<file path="config.mk">
export PLATFORM = sky130hd
export DESIGN_NAME = gdc_dispatch
export DESIGN_NICKNAME = d
export VERILOG_FILES = /design/src/rtl/gdc_pkg.sv /design/src/rtl/gdc_addr_gen.sv /design/src/rtl/gdc_decode.sv /design/src/rtl/gdc_seq.sv /design/src/rtl/gdc_dispatch.sv
export SDC_FILE = /design/constraint.sdc
export NUM_CORES = 1
export LEC_CHECK = 0
export ABC_AREA = 1
export ABC_CLOCK_PERIOD_IN_PS = 4300
export BUFFER_PORTS_ARGS = -buffer_cell sky130_fd_sc_hd__clkbuf_2
export CAP_MARGIN = 5
export CORE_AREA = 2 2 233 235
export CTS_BUF_LIST = sky130_fd_sc_hd__clkbuf_8
export CTS_CLUSTER_DIAMETER = 200
export DETAILED_ROUTE_END_ITERATION = 12
export DIE_AREA = 0 0 235 237
export HOLD_SLACK_MARGIN = 0.05
export PLACE_DENSITY = 0.66
export SLEW_MARGIN = 30
export SYNTH_ARGS = -nofsm -noshare
export SYNTH_HDL_FRONTEND = slang
export SYNTH_SLANG_ARGS = --single-unit
</file>
<file path="constraint.sdc">
create_clock -name clk -period 4.3 [get_ports clk]
set_input_delay 0 -clock clk [delete_from_list [all_inputs] [get_ports clk]]
set_output_delay 0 -clock clk [all_outputs]
set_load 0.05 [all_outputs]
</file>
<file path="src/rtl/gdc_pkg.sv">
package gdc_pkg;
    localparam int ADDR_W = 32;
    localparam int VEC_W  = 8;
    localparam int SEL_W  = 16;
    localparam int CNT_W  = 5;
    localparam int WORD_B = 4;

    localparam logic [3:0] TYP_TASK = 4'b0101;
    localparam logic [3:0] TYP_INTR = 4'b0110;
    localparam logic [3:0] TYP_CALL = 4'b1100;

    typedef enum logic [1:0] {GK_INTR, GK_CALL, GK_TASK, GK_BAD} gate_kind_e;

    typedef enum logic [2:0] {
        ST_NONE = 3'd0, ST_INTR = 3'd1, ST_CALL = 3'd2, ST_TASK = 3'd3,
        ST_RET  = 3'd4, ST_NP   = 3'd5, ST_TYPE = 3'd6
    } gate_status_e;

    typedef struct packed {
        logic [SEL_W-1:0] sel;
        logic [31:0]      off;
        logic [CNT_W-1:0] wc;
        logic             present;
        logic             sys;
        logic [3:0]       typ;
    } gate_t;

    function automatic gate_kind_e classify(input logic sys, input logic [3:0] typ);
        if (sys) return GK_BAD;
        case (typ)
            TYP_INTR: return GK_INTR;
            TYP_CALL: return GK_CALL;
            TYP_TASK: return GK_TASK;
            default:  return GK_BAD;
        endcase
    endfunction
endpackage

</file>
<file path="src/rtl/gdc_addr_gen.sv">
module gdc_addr_gen
    import gdc_pkg::*;
#(
    parameter int AW = ADDR_W,
    parameter int VW = VEC_W
) (
    input  logic [1:0]    op,
    input  logic [VW-1:0] vector,
    input  logic [AW-1:0] gate_addr,
    input  logic [AW-1:0] tab_base,
    output logic [AW-1:0] desc_addr
);
    localparam int ENTRY_SH = 3;

    always_comb begin
        if (op == 2'd0) desc_addr = tab_base + (AW'(vector) << ENTRY_SH);
        else            desc_addr = gate_addr;
    end
endmodule

</file>
<file path="src/rtl/gdc_decode.sv">
module gdc_decode
    import gdc_pkg::*;
(
    input  logic [31:0] w_lo,
    input  logic [31:0] w_hi,
    output gate_t       gate,
    output gate_kind_e  kind
);
    logic unused_bits;
    assign unused_bits = ^{w_hi[14:13], w_hi[7:5]};

    always_comb begin
        gate.sel     = w_lo[31:16];
        gate.off     = {w_hi[31:16], w_lo[15:0]};
        gate.wc      = w_hi[CNT_W-1:0];
        gate.present = w_hi[15];
        gate.sys     = w_hi[12];
        gate.typ     = w_hi[11:8];
        kind         = classify(gate.sys, gate.typ);
    end
endmodule

</file>
<file path="src/rtl/gdc_seq.sv">
module gdc_seq
    import gdc_pkg::*;
#(
    parameter int AW  = ADDR_W,
    parameter int SW  = SEL_W,
    parameter int CW  = CNT_W
) (
    input  logic          clk,
    input  logic          rst,
    input  logic          req_valid,
    input  logic [1:0]    req_op,
    input  logic [AW-1:0] desc_addr,
    input  logic [SW-1:0] cur_cs,
    input  logic [31:0]   ret_eip,
    input  logic [AW-1:0] caller_sp,
    input  logic [AW-1:0] stack_sp,
    input  gate_t         gate,
    input  gate_kind_e    kind,
    output logic [31:0]   desc_lo,
    output logic          mem_rd,
    output logic          mem_wr,
    output logic [AW-1:0] mem_addr,
    output logic [31:0]   mem_wdata,
    input  logic [31:0]   mem_rdata,
    output logic          busy,
    output logic          done,
    output gate_status_e  status,
    output logic [SW-1:0] new_cs,
    output logic [31:0]   new_eip,
    output logic [AW-1:0] new_sp,
    output logic [SW-1:0] task_sel
);
    localparam logic [AW-1:0] STEP = AW'(WORD_B);

    typedef enum logic [3:0] {
        S_IDLE, S_RD0, S_RD1, S_DEC, S_CP_RD, S_CP_WR,
        S_PSH_CS, S_PSH_IP, S_POP0, S_POP1, S_POP2
    } state_e;

    state_e        st;
    logic [AW-1:0] dsc_q, sp_q, usp_q;
    logic [SW-1:0] cs_q, tcs_q;
    logic [31:0]   eip_q, teip_q, lo_q;
    logic [CW-1:0] cnt_q;
    logic          call_q;
    logic [AW-1:0] cp_off;

    assign desc_lo = lo_q;
    assign busy    = (st != S_IDLE);
    assign cp_off  = AW'(cnt_q - CW'(1)) << 2;

    always_comb begin
        mem_rd    = 1'b0;
        mem_wr    = 1'b0;
        mem_addr  = '0;
        mem_wdata = '0;
        unique case (st)
            S_RD0:    begin mem_rd = 1'b1; mem_addr = dsc_q; end
            S_RD1:    begin mem_rd = 1'b1; mem_addr = dsc_q + STEP; end
            S_CP_RD:  begin mem_rd = 1'b1; mem_addr = usp_q + cp_off; end
            S_CP_WR:  begin mem_wr = 1'b1; mem_addr = sp_q - STEP; mem_wdata = mem_rdata; end
            S_PSH_CS: begin mem_wr = 1'b1; mem_addr = sp_q - STEP; mem_wdata = 32'(cs_q); end
            S_PSH_IP: begin mem_wr = 1'b1; mem_addr = sp_q - STEP; mem_wdata = eip_q; end
            S_POP0:   begin mem_rd = 1'b1; mem_addr = sp_q; end
            S_POP1:   begin mem_rd = 1'b1; mem_addr = sp_q + STEP; end
            default:  ;
        endcase
    end

    always_ff @(posedge clk) begin
        if (rst) begin
            st <= S_IDLE;
            dsc_q <= '0; sp_q <= '0; usp_q <= '0;
            cs_q <= '0; tcs_q <= '0; eip_q <= '0; teip_q <= '0; lo_q <= '0;
            cnt_q <= '0; call_q <= 1'b0;
            done <= 1'b0; status <= ST_NONE;
            new_cs <= '0; new_eip <= '0; new_sp <= '0; task_sel <= '0;
        end else begin
            done <= 1'b0;
            unique case (st)
                S_IDLE: if (req_valid) begin
                    cs_q  <= cur_cs;
                    eip_q <= ret_eip;
                    sp_q  <= stack_sp;
                    usp_q <= caller_sp;
                    dsc_q <= desc_addr;
                    st    <= req_op[1] ? S_POP0 : S_RD0;
                end
                S_RD0: st <= S_RD1;
                S_RD1: begin lo_q <= mem_rdata; st <= S_DEC; end
                S_DEC: begin
                    if (kind == GK_BAD || !gate.present || kind == GK_TASK) begin
                        new_cs  <= cs_q;
                        new_eip <= eip_q;
                        new_sp  <= sp_q;
                        done    <= 1'b1;
                        st      <= S_IDLE;
                        if (kind == GK_BAD)       status <= ST_TYPE;
                        else if (!gate.present)   status <= ST_NP;
                        else begin
                            status   <= ST_TASK;
                            task_sel <= gate.sel;
                        end
                    end else begin
                        tcs_q  <= gate.sel;
                        teip_q <= gate.off;
                        call_q <= (kind == GK_CALL);
                        cnt_q  <= gate.wc;
                        st     <= (kind == GK_CALL && gate.wc != '0) ? S_CP_RD : S_PSH_CS;
                    end
                end
                S_CP_RD: st <= S_CP_WR;
                S_CP_WR: begin
                    sp_q  <= sp_q - STEP;
                    cnt_q <= cnt_q - CW'(1);
                    st    <= (cnt_q == CW'(1)) ? S_PSH_CS : S_CP_RD;
                end
                S_PSH_CS: begin sp_q <= sp_q - STEP; st <= S_PSH_IP; end
                S_PSH_IP: begin
                    new_cs  <= tcs_q;
                    new_eip <= teip_q;
                    new_sp  <= sp_q - STEP;
                    status  <= call_q ? ST_CALL : ST_INTR;
                    done    <= 1'b1;
                    st      <= S_IDLE;
                end
                S_POP0: st <= S_POP1;
                S_POP1: begin teip_q <= mem_rdata; st <= S_POP2; end
                S_POP2: begin
                    new_eip <= teip_q;
                    new_cs  <= mem_rdata[SW-1:0];
                    new_sp  <= sp_q + (STEP << 1);
                    status  <= ST_RET;
                    done    <= 1'b1;
                    st      <= S_IDLE;
                end
                default: st <= S_IDLE;
            endcase
        end
    end
endmodule

</file>
<file path="src/rtl/gdc_dispatch.sv">
module gdc_dispatch
    import gdc_pkg::*;
#(
    parameter int AW = ADDR_W,
    parameter int VW = VEC_W,
    parameter int SW = SEL_W
) (
    input  logic          clk,
    input  logic          rst,
    input  logic          req_valid,
    input  logic [1:0]    req_op,
    input  logic [VW-1:0] req_vector,
    input  logic [AW-1:0] req_gate_addr,
    input  logic [AW-1:0] itab_base,
    input  logic [SW-1:0] cur_cs,
    input  logic [31:0]   ret_eip,
    input  logic [AW-1:0] caller_sp,
    input  logic [AW-1:0] stack_sp,
    output logic          mem_rd,
    output logic          mem_wr,
    output logic [AW-1:0] mem_addr,
    output logic [31:0]   mem_wdata,
    input  logic [31:0]   mem_rdata,
    output logic          busy,
    output logic          done,
    output logic [2:0]    status,
    output logic [SW-1:0] new_cs,
    output logic [31:0]   new_eip,
    output logic [AW-1:0] new_sp,
    output logic [SW-1:0] task_sel
);
    logic [AW-1:0] desc_addr;
    logic [31:0]   desc_lo;
    gate_t         gate;
    gate_kind_e    kind;
    gate_status_e  status_e;

    gdc_addr_gen #(.AW(AW), .VW(VW)) u_addr (
        .op(req_op), .vector(req_vector), .gate_addr(req_gate_addr),
        .tab_base(itab_base), .desc_addr(desc_addr)
    );

    gdc_decode u_dec (
        .w_lo(desc_lo), .w_hi(mem_rdata), .gate(gate), .kind(kind)
    );

    gdc_seq #(.AW(AW), .SW(SW), .CW(CNT_W)) u_seq (
        .clk(clk), .rst(rst), .req_valid(req_valid), .req_op(req_op),
        .desc_addr(desc_addr), .cur_cs(cur_cs), .ret_eip(ret_eip),
        .caller_sp(caller_sp), .stack_sp(stack_sp), .gate(gate), .kind(kind),
        .desc_lo(desc_lo), .mem_rd(mem_rd), .mem_wr(mem_wr), .mem_addr(mem_addr),
        .mem_wdata(mem_wdata), .mem_rdata(mem_rdata), .busy(busy), .done(done),
        .status(status_e), .new_cs(new_cs), .new_eip(new_eip), .new_sp(new_sp),
        .task_sel(task_sel)
    );

    assign status = status_e;
endmodule

</file>
# --- Word level (Yosys, flattened, before mapping) ---
# Index checks and enable logic that the tools add are counted.
op_classes:
  n_addsub: 8
  n_eq_ne: 20
  mux: 34
  n_bitwise: 2
  n_reduce_logical: 25
ops:
  columns: ["cell", "n"]
  rows:
  - ["32-bit case mux with 2 select lines", 3]
  - ["32-bit case mux with 3 select lines", 2]
  - ["32-bit case mux with 6 select lines", 1]
  - ["32-bit 2-to-1 mux", 5]
  - ["32-bit by 3-bit adder with 32-bit output (second input constant)", 2]
  - ["16-bit case mux with 3 select lines", 1]
  - ["4-bit case mux with 9 select lines", 1]
  - ["32-bit by 11-bit adder with 32-bit output", 1]
  - ["32-bit adder", 1]
  - ["32-bit by 4-bit adder with 32-bit output (second input constant)", 1]
  - ["32-bit by 3-bit subtractor with 32-bit output (second input constant)", 1]
  - ["4-bit by 3-bit == test with 1-bit output (second input constant)", 6]
  - ["4-bit == test (second input constant)", 4]
  - ["16-bit 2-to-1 mux", 1]
  - ["2-bit AND reduction", 7]
  - ["4-bit 2-to-1 mux", 3]
  - ["2-bit 2-to-1 mux", 5]
  - ["5-bit case mux with 2 select lines", 1]
  - ["3-bit 2-to-1 mux", 3]
  - ["3-bit case mux with 3 select lines", 1]
  - ["4-bit by 2-bit == test with 1-bit output (second input constant)", 2]
  - ["2-bit nonzero test", 4]
  - ["2-bit case mux with 3 select lines", 1]
  - ["5-bit by 1-bit subtractor with 6-bit output (second input constant)", 1]
  - ["23 further kinds", 31]
totals:
  register_bits: 334
  in_bits: 221
  output_inout_bits: 167

# --- Longest topological paths before layout ---
# Gate-level depths: netlist of the first run.
logic_depth:
  depth_word: 8
  mapped_depth: 18
  ltp_nobuf: 18

# --- Modules after synthesis ---
# A second synthesis of the first run with hierarchy kept.
hier_totals:
  hier_cells: 3524
  area_unflattened_um2: 21698.3
modules_own_cells:
  columns: ["module", "instances", "cells_per_inst", "area_each_um2"]
  rows:
  - ["gdc_seq", 1, 3089, 19525.0]
  - ["gdc_addr_gen", 1, 360, 1660.3]
  - ["gdc_decode", 1, 75, 513.0]

# --- Worst setup path after synthesis of the first run ---
# OpenSTA, ideal clock, no wires.
synth_path:
  path_type: "reg-to-output"
  start: "register u_seq.cnt_q[0]"
  end: "output port mem_addr[14]"
  arrival_ns: 3.083
  required_ns: 4.300
  path_slack_ns: 1.217
  path_stages_with_launch: 15
  path_cell_list: "dfxtp_1 > inv_1 > nand3_1 > nor2_1 > ha_1 > nand2_1 > inv_1 > nand2_1 > nand2_1 > nand3b_1 > or2_2 > nand2_1 > nand3_1 > nor2_1 > nand2_1"
synth_between:
  elab_chain_cells: 3
synth_lines:
  columns: ["item", "line", "source"]
  rows:
  - ["from (decl)", "gdc_seq.sv:44", "logic [CW-1:0] cnt_q;"]
  - ["from (signal assigned)", "gdc_seq.sv:108", "cnt_q <= gate.wc;"]
  - ["from (signal assigned)", "gdc_seq.sv:115", "cnt_q <= cnt_q - CW'(1);"]
  - ["5-bit by 1-bit subtractor with 6-bit output", "gdc_seq.sv:50", "assign cp_off = AW'(cnt_q - CW'(1)) << 2;"]
  - ["32-bit adder", "gdc_seq.sv:60", "S_CP_RD: begin mem_rd = 1'b1; mem_addr = usp_q + cp_off; end"]
  - ["32-bit case mux with 6 select lines", "gdc_seq.sv:57", "unique case (st)"]
  - ["to (decl)", "gdc_dispatch.sv:21", "output logic [AW-1:0] mem_addr,"]
# Every way passes these cells.

# --- Worst setup path after layout of the first run ---
layout_path:
  start: "register u_seq.st[0]"
  end: "output port mem_addr[30]"
layout_between:
  elab_chain_cells: 3
  word_cells_on_any_way: 10
  cone_classes: "eq/ne (8); mux (1); reduce/logical (1)"
layout_lines:
  columns: ["item", "line", "source"]
  rows:
  - ["from (decl)", "gdc_seq.sv:40", "state_e st;"]
  - ["from (signal assigned)", "gdc_seq.sv:87", "st <= req_op[1] ? S_POP0 : S_RD0;"]
  - ["from (signal assigned)", "gdc_seq.sv:109", "st <= (kind == GK_CALL && gate.wc != '0) ? S_CP_RD : S_PSH_CS;"]
  - ["from (signal assigned)", "gdc_seq.sv:116", "st <= (cnt_q == CW'(1)) ? S_PSH_CS : S_CP_RD;"]
  - ["4-bit by 3-bit == test with 1-bit output", "gdc_seq.sv:57", null]
  - ["3-bit OR reduction (no line)", null, null]
  - ["32-bit case mux with 6 select lines *", "gdc_seq.sv:57", null]
# Mark *: on every way between the ends. The rest lies on a longest branch, timed or not.

==> results of run 1 <==
sequential cells by signal, summed over array words and instances (netlist names), 3 cells and up:
signal / count
u_seq.cnt_q: 5
u_seq.cs_q: 16
u_seq.desc_lo: 32
u_seq.dsc_q: 32
u_seq.eip_q: 32
u_seq.new_cs: 16
u_seq.new_eip: 32
u_seq.new_sp: 32
u_seq.sp_q: 32
u_seq.st: 4
u_seq.status: 3
u_seq.task_sel: 16
u_seq.tcs_q: 16
u_seq.teip_q: 32
u_seq.usp_q: 32
cell families (layout without fill, tap and decap cells):
group | after synthesis | in the layout | synth area share [%]
AO/OA/AOI/OAI | 746 | 746 | 19.1
XOR/XNOR | 30 | 30 | 1.25
adder cells (fa/ha/maj) | 47 | 47 | 2.87
buffers and inverters | 544 | 1167 | 9.82
flip-flops | 334 | 334 | 31.8
other | 0 | 2 | 0
AND/OR/NAND/NOR | 1828 | 1828 | 35.2
metrics by stage:
step | instances | area, sq um
floorplan | 3529 | 21000
global placement | 4467 | 23500
detailed placement | 4467 | 23500
CTS | 4848 | 27500
global route | 4850 | 27500
finish | 4850 | 27500
cells in the mapped netlist, drive strengths merged (2+ instances only):
cell / n / share of area (%)
inv: 361 / 6.4
o221ai: 26 / 1.1
nor3: 34 / 0.81
and2: 4 / 0.12
a211oi: 8 / 0.29
nand4: 36 / 1.1
o211ai: 17 / 0.61
nand3: 219 / 5.2
xor2: 28 / 1.2
clkinv: 2 / 0.036
or2: 7 / 0.21
nor2: 603 / 11
xnor2: 2 / 0.083
o21ai: 407 / 9.7
a31oi: 7 / 0.21
dfxtp: 334 / 32
nor4: 2 / 0.059
a21oi: 233 / 5.5
ha: 45 / 2.7
o22ai: 19 / 0.56
buf: 23 / 0.53
nand2: 907 / 16
fa: 2 / 0.19
clkbuf: 158 / 2.8
o2111ai: 2 / 0.083
nand3b: 12 / 0.43
o21bai: 10 / 0.36
nor3b: 3 / 0.11
a221oi: 13 / 0.54
cell usage in the layout (no fill, tap or decap), types with 3 or more instances in the layout:
master	count
a211oi_1	8
a21oi_1	233
a221oi_1	13
a31oi_1	7
and2_1	4
buf_4	36
clkbuf_2	387
clkbuf_8	81
clkinv_2	5
dfxtp_1	334
dlygate4sd3_1	273
ha_1	45
inv_1	364
inv_2	10
nand2_1	904
nand3_1	218
nand3b_1	12
nand4_1	36
nor2_1	588
nor2_2	12
nor2_4	3
nor3_1	34
nor3b_1	3
o211ai_1	17
o21ai_0	402
o21ai_1	4
o21bai_1	10
o221ai_1	26
o22ai_1	19
or2_2	5
xor2_1	28
repair_timing:
item / 4_1_cts / 5_1_grt
hold endpoints to repair: 287 / 0
gates resized for setup: 0 / 1
endpoints found under the setup margin: 0 / 3
hold buffers: 273 / 0
power by group through the flow:
stage | sequential (W) | combinational, W | clock (W)
2_1_floorplan | 0.00422 | 0.00385 | 0
3_3_place_gp | 0.00432 | 0.00555 | 0
3_5_place_dp | 0.00431 | 0.00557 | 0
4_1_cts | 0.00425 | 0.00593 | 0.00335
5_1_grt | 0.00433 | 0.00666 | 0.00350
6_report | 0.00430 | 0.00607 | 0.00331
routing by layer:
layer | share of wire [%] | vias up | global-route usage [%]
li1 | - | 12600 | -
met1 | 41 | 11900 | 39.8
met2 | 45 | 1222 | 52.1
met3 | 8.8 | 268 | 6.39
met4 | 5.3 | 0 | 15.1
met5 | 0 | - | 0
worst max-delay path, delay by kind of cell (launching register included):
kind,cells,cell delay (ns)
AO/OA/AOI/OAI,1,0.30
AND/OR/NAND/NOR,8,1.61
adder cells (fa/ha/maj),1,0.32
buffers and inverters,4,0.47
flip-flops,1,0.38
area by class of cell:
cell class,instances,area [sq um],area share [%]
Multi-Input combinational cell,2651,12300,44.8
Sequential cell,334,6690,24.3
Timing Repair Buffer,696,4940,17.9
Inverter,363,1370,4.98
Clock buffer,81,1110,4.05
Tap cell,696,871,3.16
Clock inverter,27,219,0.795
Antenna cell,2,5.00,0.0182
worst min-delay path by stage:
| stage | from | endpoint | slack (ns) |
|---|---|---|---|
| floorplan | cur_cs[0] | u_seq.cs_q[0]$_SDFFE_PP0P_ | 0.13 |
| global route | cur_cs[3] | u_seq.cs_q[3]$_SDFFE_PP0P_ | 0.1 |
| detailed placement | caller_sp[20] | u_seq.usp_q[20]$_SDFFE_PP0P_ | 0.23 |
| CTS | caller_sp[27] | u_seq.usp_q[27]$_SDFFE_PP0P_ | 0.05 |
| global placement | caller_sp[15] | u_seq.usp_q[15]$_SDFFE_PP0P_ | 0.22 |
| finish | caller_sp[27] | u_seq.usp_q[27]$_SDFFE_PP0P_ | 0.09 |
==> flow_summary.json, run 1 <==
{
  "grt_pass1_vias": 24500,
  "fin_util_pct": 51.7,
  "fp.dieArea_sq_um": 55700,
  "fin_crit_ns": 3.77,
  "crit_end": "mem_addr[30]",
  "cpMostUsedCell": "nand2_1",
  "drv_cap": 0,
  "dr.first_iter.drc_count": 2568,
  "cts_tree": "yes",
  "grt_overflow": 0,
  "slew_headroom_pct": 35.5,
  "startpoint": "u_seq.st[0]$_SDFFE_PP0N_",
  "p_int_w": 0.00727,
  "synth.cell_area_sq_um": 21000,
  "synth_fp_nets": 3797,
  "cts_sinks": 334,
  "grt_start_max_net_pins": 153,
  "drtAntennaViolNets": 0,
  "vias_per_cell": 5.36,
  "fin_nets": 4372,
  "clock_latency_ns": 0.71,
  "seq_power_share_pct": 31.4,
  "grt_pass1_wl_microns": 139000,
  "yosysWarningCount": 0,
  "swShare_pct": 46.9,
  "r2r_end": "u_seq.dsc_q[21]$_SDFFE_PP0P_",
  "portBuffers": 387,
  "power.static_leakage_nw": 12.9,
  "setup_violations": 0,
  "cp_max_fo": 34,
  "cp.arrival_ns": 3.77,
  "num_io_pins": 388,
  "post_cts_buffers": 0,
  "synth-edff-count": 0,
  "combPwrFrac_pct": 44.4,
  "slowest_stage": "nor2_1",
  "post_drt_wl_per_cell_microns": 18.9,
  "first_pass_iters": 6,
  "crit_chain": "inv_2 -> nor2_2 -> nand2_4 -> o21ai_2 -> ha_1 -> inv_1 -> nor2_1 -> inv_1 -> nor2_1 -> nand2_1 -> nand2_1 -> nand3_1 -> nand2_1 -> clkbuf_2",
  "die_w_microns": 235,
  "p_per_area_nw_per_um2": 497,
  "drv_slew": 0,
  "reg2regPathDepth": 12,
  "finalWorstSetupSlack_ns": 0.534,
  "whs_path_depth": 4,
  "syn_inst": 3529,
  "drcViolationCount": 0,
  "timing.setup.tns_ns": 0,
  "yosysSeqAreaShare_pct": 31.8,
  "hpwl_microns": 67300,
  "synth_ff_type": "dfxtp_1",
  "cpPeakStageDelay_ns": 0.47,
  "drive_gt1_share_pct": 13.3,
  "crit-reg2reg-launch": "u_seq.st[2]$_SDFFE_PP0N_",
  "place_congestion": 0.986,
  "core_area_sq_um": 53300,
  "row_count": 85,
  "die_h_microns": 237,
  "p_switching_w": 0.00642,
  "worst_slew_pin_slew_ns": 0.968,
  "syn_area_per_cell_sq_um": 5.96,
  "htree_levels": 2,
  "areaGrowthSynthToFinish_pct": 30.9,
  "crit_type": "reg2out",
  "antenna_found_initial": 2,
  "fillers": 5455,
  "async_reset_ff_share_pct": 0,
  "rrSetupSlack_ns": 0.97,
  "irDropWorstVdd_mv": 0.273,
  "ys_types": 43,
  "clk_pin_slew_ns": 0.06,
  "clock_path_buffers": 3,
  "clkPwrFrac_pct": 24.2,
  "post-route-period-util_pct": 87.6,
  "start_util_pct": 39.5,
  "timing.hold.ws_ns": 0.0853,
  "fmax_mhz": 266,
  "startpoint_type": "register",
  "vias": 26000,
  "finalPower_w": 0.0137,
  "cts_made_buffers": 58,
  "critPathCaptureType": "output port",
  "clock-root-buffer": "clkbuf_8",
  "track_usage_pct": 31.7,
  "pre_cts_slack_ns": 1.11,
  "routed_wl_microns": 91800,
  "rsz0062_at_grt": "no",
  "skew_ns": 0.0418,
  "hp-class": "in2reg",
  "critical_path_required_ns": 4.30,
  "synth-seq-cells": 334,
  "hold_violations": 0,
  "outcome": "finished, final reports clean"
}
Note: power is estimated with default switching activity, not from simulation.
==> run 2: changes to the inputs <==
--- a/config.mk
+++ b/config.mk
@@ -6,7 +6,7 @@
 export NUM_CORES = 1
 export LEC_CHECK = 0
 export ABC_AREA = 1
-export ABC_CLOCK_PERIOD_IN_PS = 4300
+export ABC_CLOCK_PERIOD_IN_PS = 3700
 export BUFFER_PORTS_ARGS = -buffer_cell sky130_fd_sc_hd__clkbuf_2
 export CAP_MARGIN = 5
 export CORE_AREA = 2 2 233 235
==> constraint.sdc (replaced) <==
create_clock -name clk -period 3.7 [get_ports clk]
set_input_delay 0 -clock clk [delete_from_list [all_inputs] [get_ports clk]]
set_output_delay 0 -clock clk [all_outputs]
set_load 0.05 [all_outputs]
==> run 2 against run 1 <==
Effect of this change: hold slack improved by 0.0080 ns; first-iteration DRC count fell by 4.3%; flip-flop and latch count did not move; combinational power rose by 20%; worst setup slack got worse by 0.39 ns; critical path depth rose by 3; largest cell class unchanged; highest routed layer unchanged.
==> flow_summary.json, run 2 (synthesis gave the netlist of run 1 again) <==
{
  "cpPeakStageDelay_ns": 0.60,
  "post-route-period-util_pct": 96.0,
  "num_io_pins": 388,
  "design_area_sq_um": 27700,
  "core_area_sq_um": 53300,
  "routed_wl_microns": 92800,
  "die_h_microns": 237,
  "cts_sinks": 334,
  "clock_latency_ns": 0.71,
  "die_w_microns": 235,
  "worst_slew_pin_slew_ns": 0.916,
  "areaGrowthSynthToFinish_pct": 31.6,
  "grt_start_max_net_pins": 138,
  "cts_tree": "yes",
  "place_area_sq_um": 23600,
  "drv_cap": 0,
  "fmax_mhz": 281,
  "grt_overflow": 0,
  "slowest_stage": "dlygate4sd3_1",
  "cp_max_fo": 5,
  "crit_chain": "dlygate4sd3_1 -> clkbuf_2 -> nand2_1 -> nor2_1 -> inv_1 -> nor2_1 -> inv_1 -> nor2_1 -> nand2_1 -> nand2_1 -> dlygate4sd3_1 -> nand3_1 -> dlygate4sd3_1 -> nand2_1 -> dlygate4sd3_1 -> a21oi_1 -> dlygate4sd3_1",
  "dp.cells": 4478,
  "power.static_leakage_nw": 12.9,
  "clk_pin_slew_ns": 0.06,
  "skew_ns": 0.0445,
  "setup_violations": 0,
  "layout.cells.non_filler": 4856,
  "rsz0062_at_grt": "no",
  "drv_slew": 0,
  "p_switching_w": 0.00756,
  "post_drt_wl_per_cell_microns": 19.1,
  "track_usage_pct": 32.0,
  "vias": 25800,
  "vias_per_cell": 5.32,
  "fin_nets": 4380,
  "timing.setup.tns_ns": 0,
  "cp.arrival_ns": 4.12,
  "finalPower_w": 0.0161,
  "fin_crit_ns": 3.55,
  "place_congestion": 1.00,
  "clock_path_buffers": 3,
  "p_int_w": 0.00849,
  "grt_pass1_vias": 24100,
  "portBuffers": 387,
  "outcome": "finished, final reports clean",
  "grt_pass1_wl_microns": 140000,
  "row_count": 85,
  "dr.first_iter.drc_count": 2457,
  "p_per_area_nw_per_um2": 580,
  "hpwl_microns": 68800,
  "seq_power_share_pct": 31.0,
  "cts_made_buffers": 59,
  "cpMostUsedCell": "dlygate4sd3_1",
  "cp_num_buf_inv": 8,
  "critPathCaptureType": "register",
  "htree_levels": 2,
  "critPathTopFamily": "buffers and inverters",
  "startpoint_type": "primary input",
  "fp.dieArea_sq_um": 55700,
  "hold_violations": 0,
  "drtAntennaViolNets": 0,
  "first_pass_iters": 6,
  "crit_type": "in2reg",
  "drive_gt1_share_pct": 13.9,
  "clkPwrFrac_pct": 23.8,
  "swShare_pct": 47.1,
  "layout_commonest_cell": "nand2_1",
  "start_util_pct": 39.5,
  "final_cell_mix": "nand2_1 (902), nor2_1 (585), o21ai_0 (400)",
  "irDropWorstVdd_mv": 0.305,
  "slew_headroom_pct": 38.7,
  "drcViolationCount": 0,
  "combPwrFrac_pct": 45.2,
  "antenna_found_initial": 4,
  "clock-root-buffer": "clkbuf_8",
  "critical_path_required_ns": 4.26,
  "hp-class": "in2reg"
}
## run 2: cell types whose count changed in the layout (fill, tap and decap cells not counted), moves of 3 or more
cell	delta
clkbuf_2	-11
clkbuf_4	+7
dlygate4sd3_1	-7
buf_4	+6
buf_12	+5
buf_2	+4
buf_6	+3
ha_1	-3
nand2_2	+3
nor2_1	-3
## run 2: tightest hold or removal path, delay by kind of cell
kind / cells / cell delay (ns)
buffers and inverters: 2 / 0.62
AND/OR/NAND/NOR: 2 / 0.15
## run 2: area by class of cell
cell class,instances,area [sq um]
repair buffers,703,5070
diodes,3,7.51
inverters,363,1370
flip-flops and latches,334,6690
clock buffers,80,1100
well taps,696,871
multi-input cells,2651,12400
clock inverters,26,205
fillers,5483,25600
## run 2: final timing paths
kind,from,to,slack (ns),depth (start not counted)
worst min-delay path,caller_sp[25],u_seq.usp_q[25]$_SDFFE_PP0P_,0.09,4
worst max-delay path,itab_base[16],u_seq.dsc_q[31]$_SDFFE_PP0P_,0.15,17
worst min register to register,u_seq.tcs_q[0]$_SDFFE_PP0P_,u_seq.tcs_q[0]$_SDFFE_PP0P_,0.46,2
worst max register to register,u_seq.st[2]$_SDFFE_PP0N_,u_seq.dsc_q[27]$_SDFFE_PP0P_,0.26,12
## run 2: routing by layer
metal  vias up  GRT usage (%)  share of wire [%]
li1      12600              -                  -
met1     11800           40.6                 42
met2      1149           52.0                 45
met3       264           5.95                8.0
met4         0           16.1                5.2
met5         -              0                  0
## run 2: what timing repair did
| item | CTS | global route |
|---|---|---|
| gates resized for setup | 1 | 38 |
| hold endpoints to repair | 281 | 0 |
| hold buffers | 266 | 0 |
| pin swaps | 0 | 3 |
| cloned | 0 | 1 |
| setup endpoints to repair | 1 | 22 |
| buffers inserted | 0 | 2 |
## run 2: metrics by stage
stage / util [%] / setup WS, ns / hold slack, ns
6_report: 52.0 / 0.147 / 0.0933
3_5_place_dp: 44.3 / 0.723 / 0.229
5_1_grt: 52.0 / 0.0105 / 0.0972
4_1_cts: 51.7 / 0.00275 / 0.0505
2_1_floorplan: - / 0.617 / 0.135
3_3_place_gp: 44.3 / 0.671 / 0.222
## run 2: power groups by stage
stage | registers (W) | clock network [W] | logic [W]
2_1_floorplan | 0.00490 | 0 | 0.00447
3_3_place_gp | 0.00500 | 0 | 0.00669
3_5_place_dp | 0.00499 | 0 | 0.00668
4_1_cts | 0.00492 | 0.00387 | 0.00706
5_1_grt | 0.00501 | 0.00403 | 0.00795
6_report | 0.00497 | 0.00382 | 0.00726
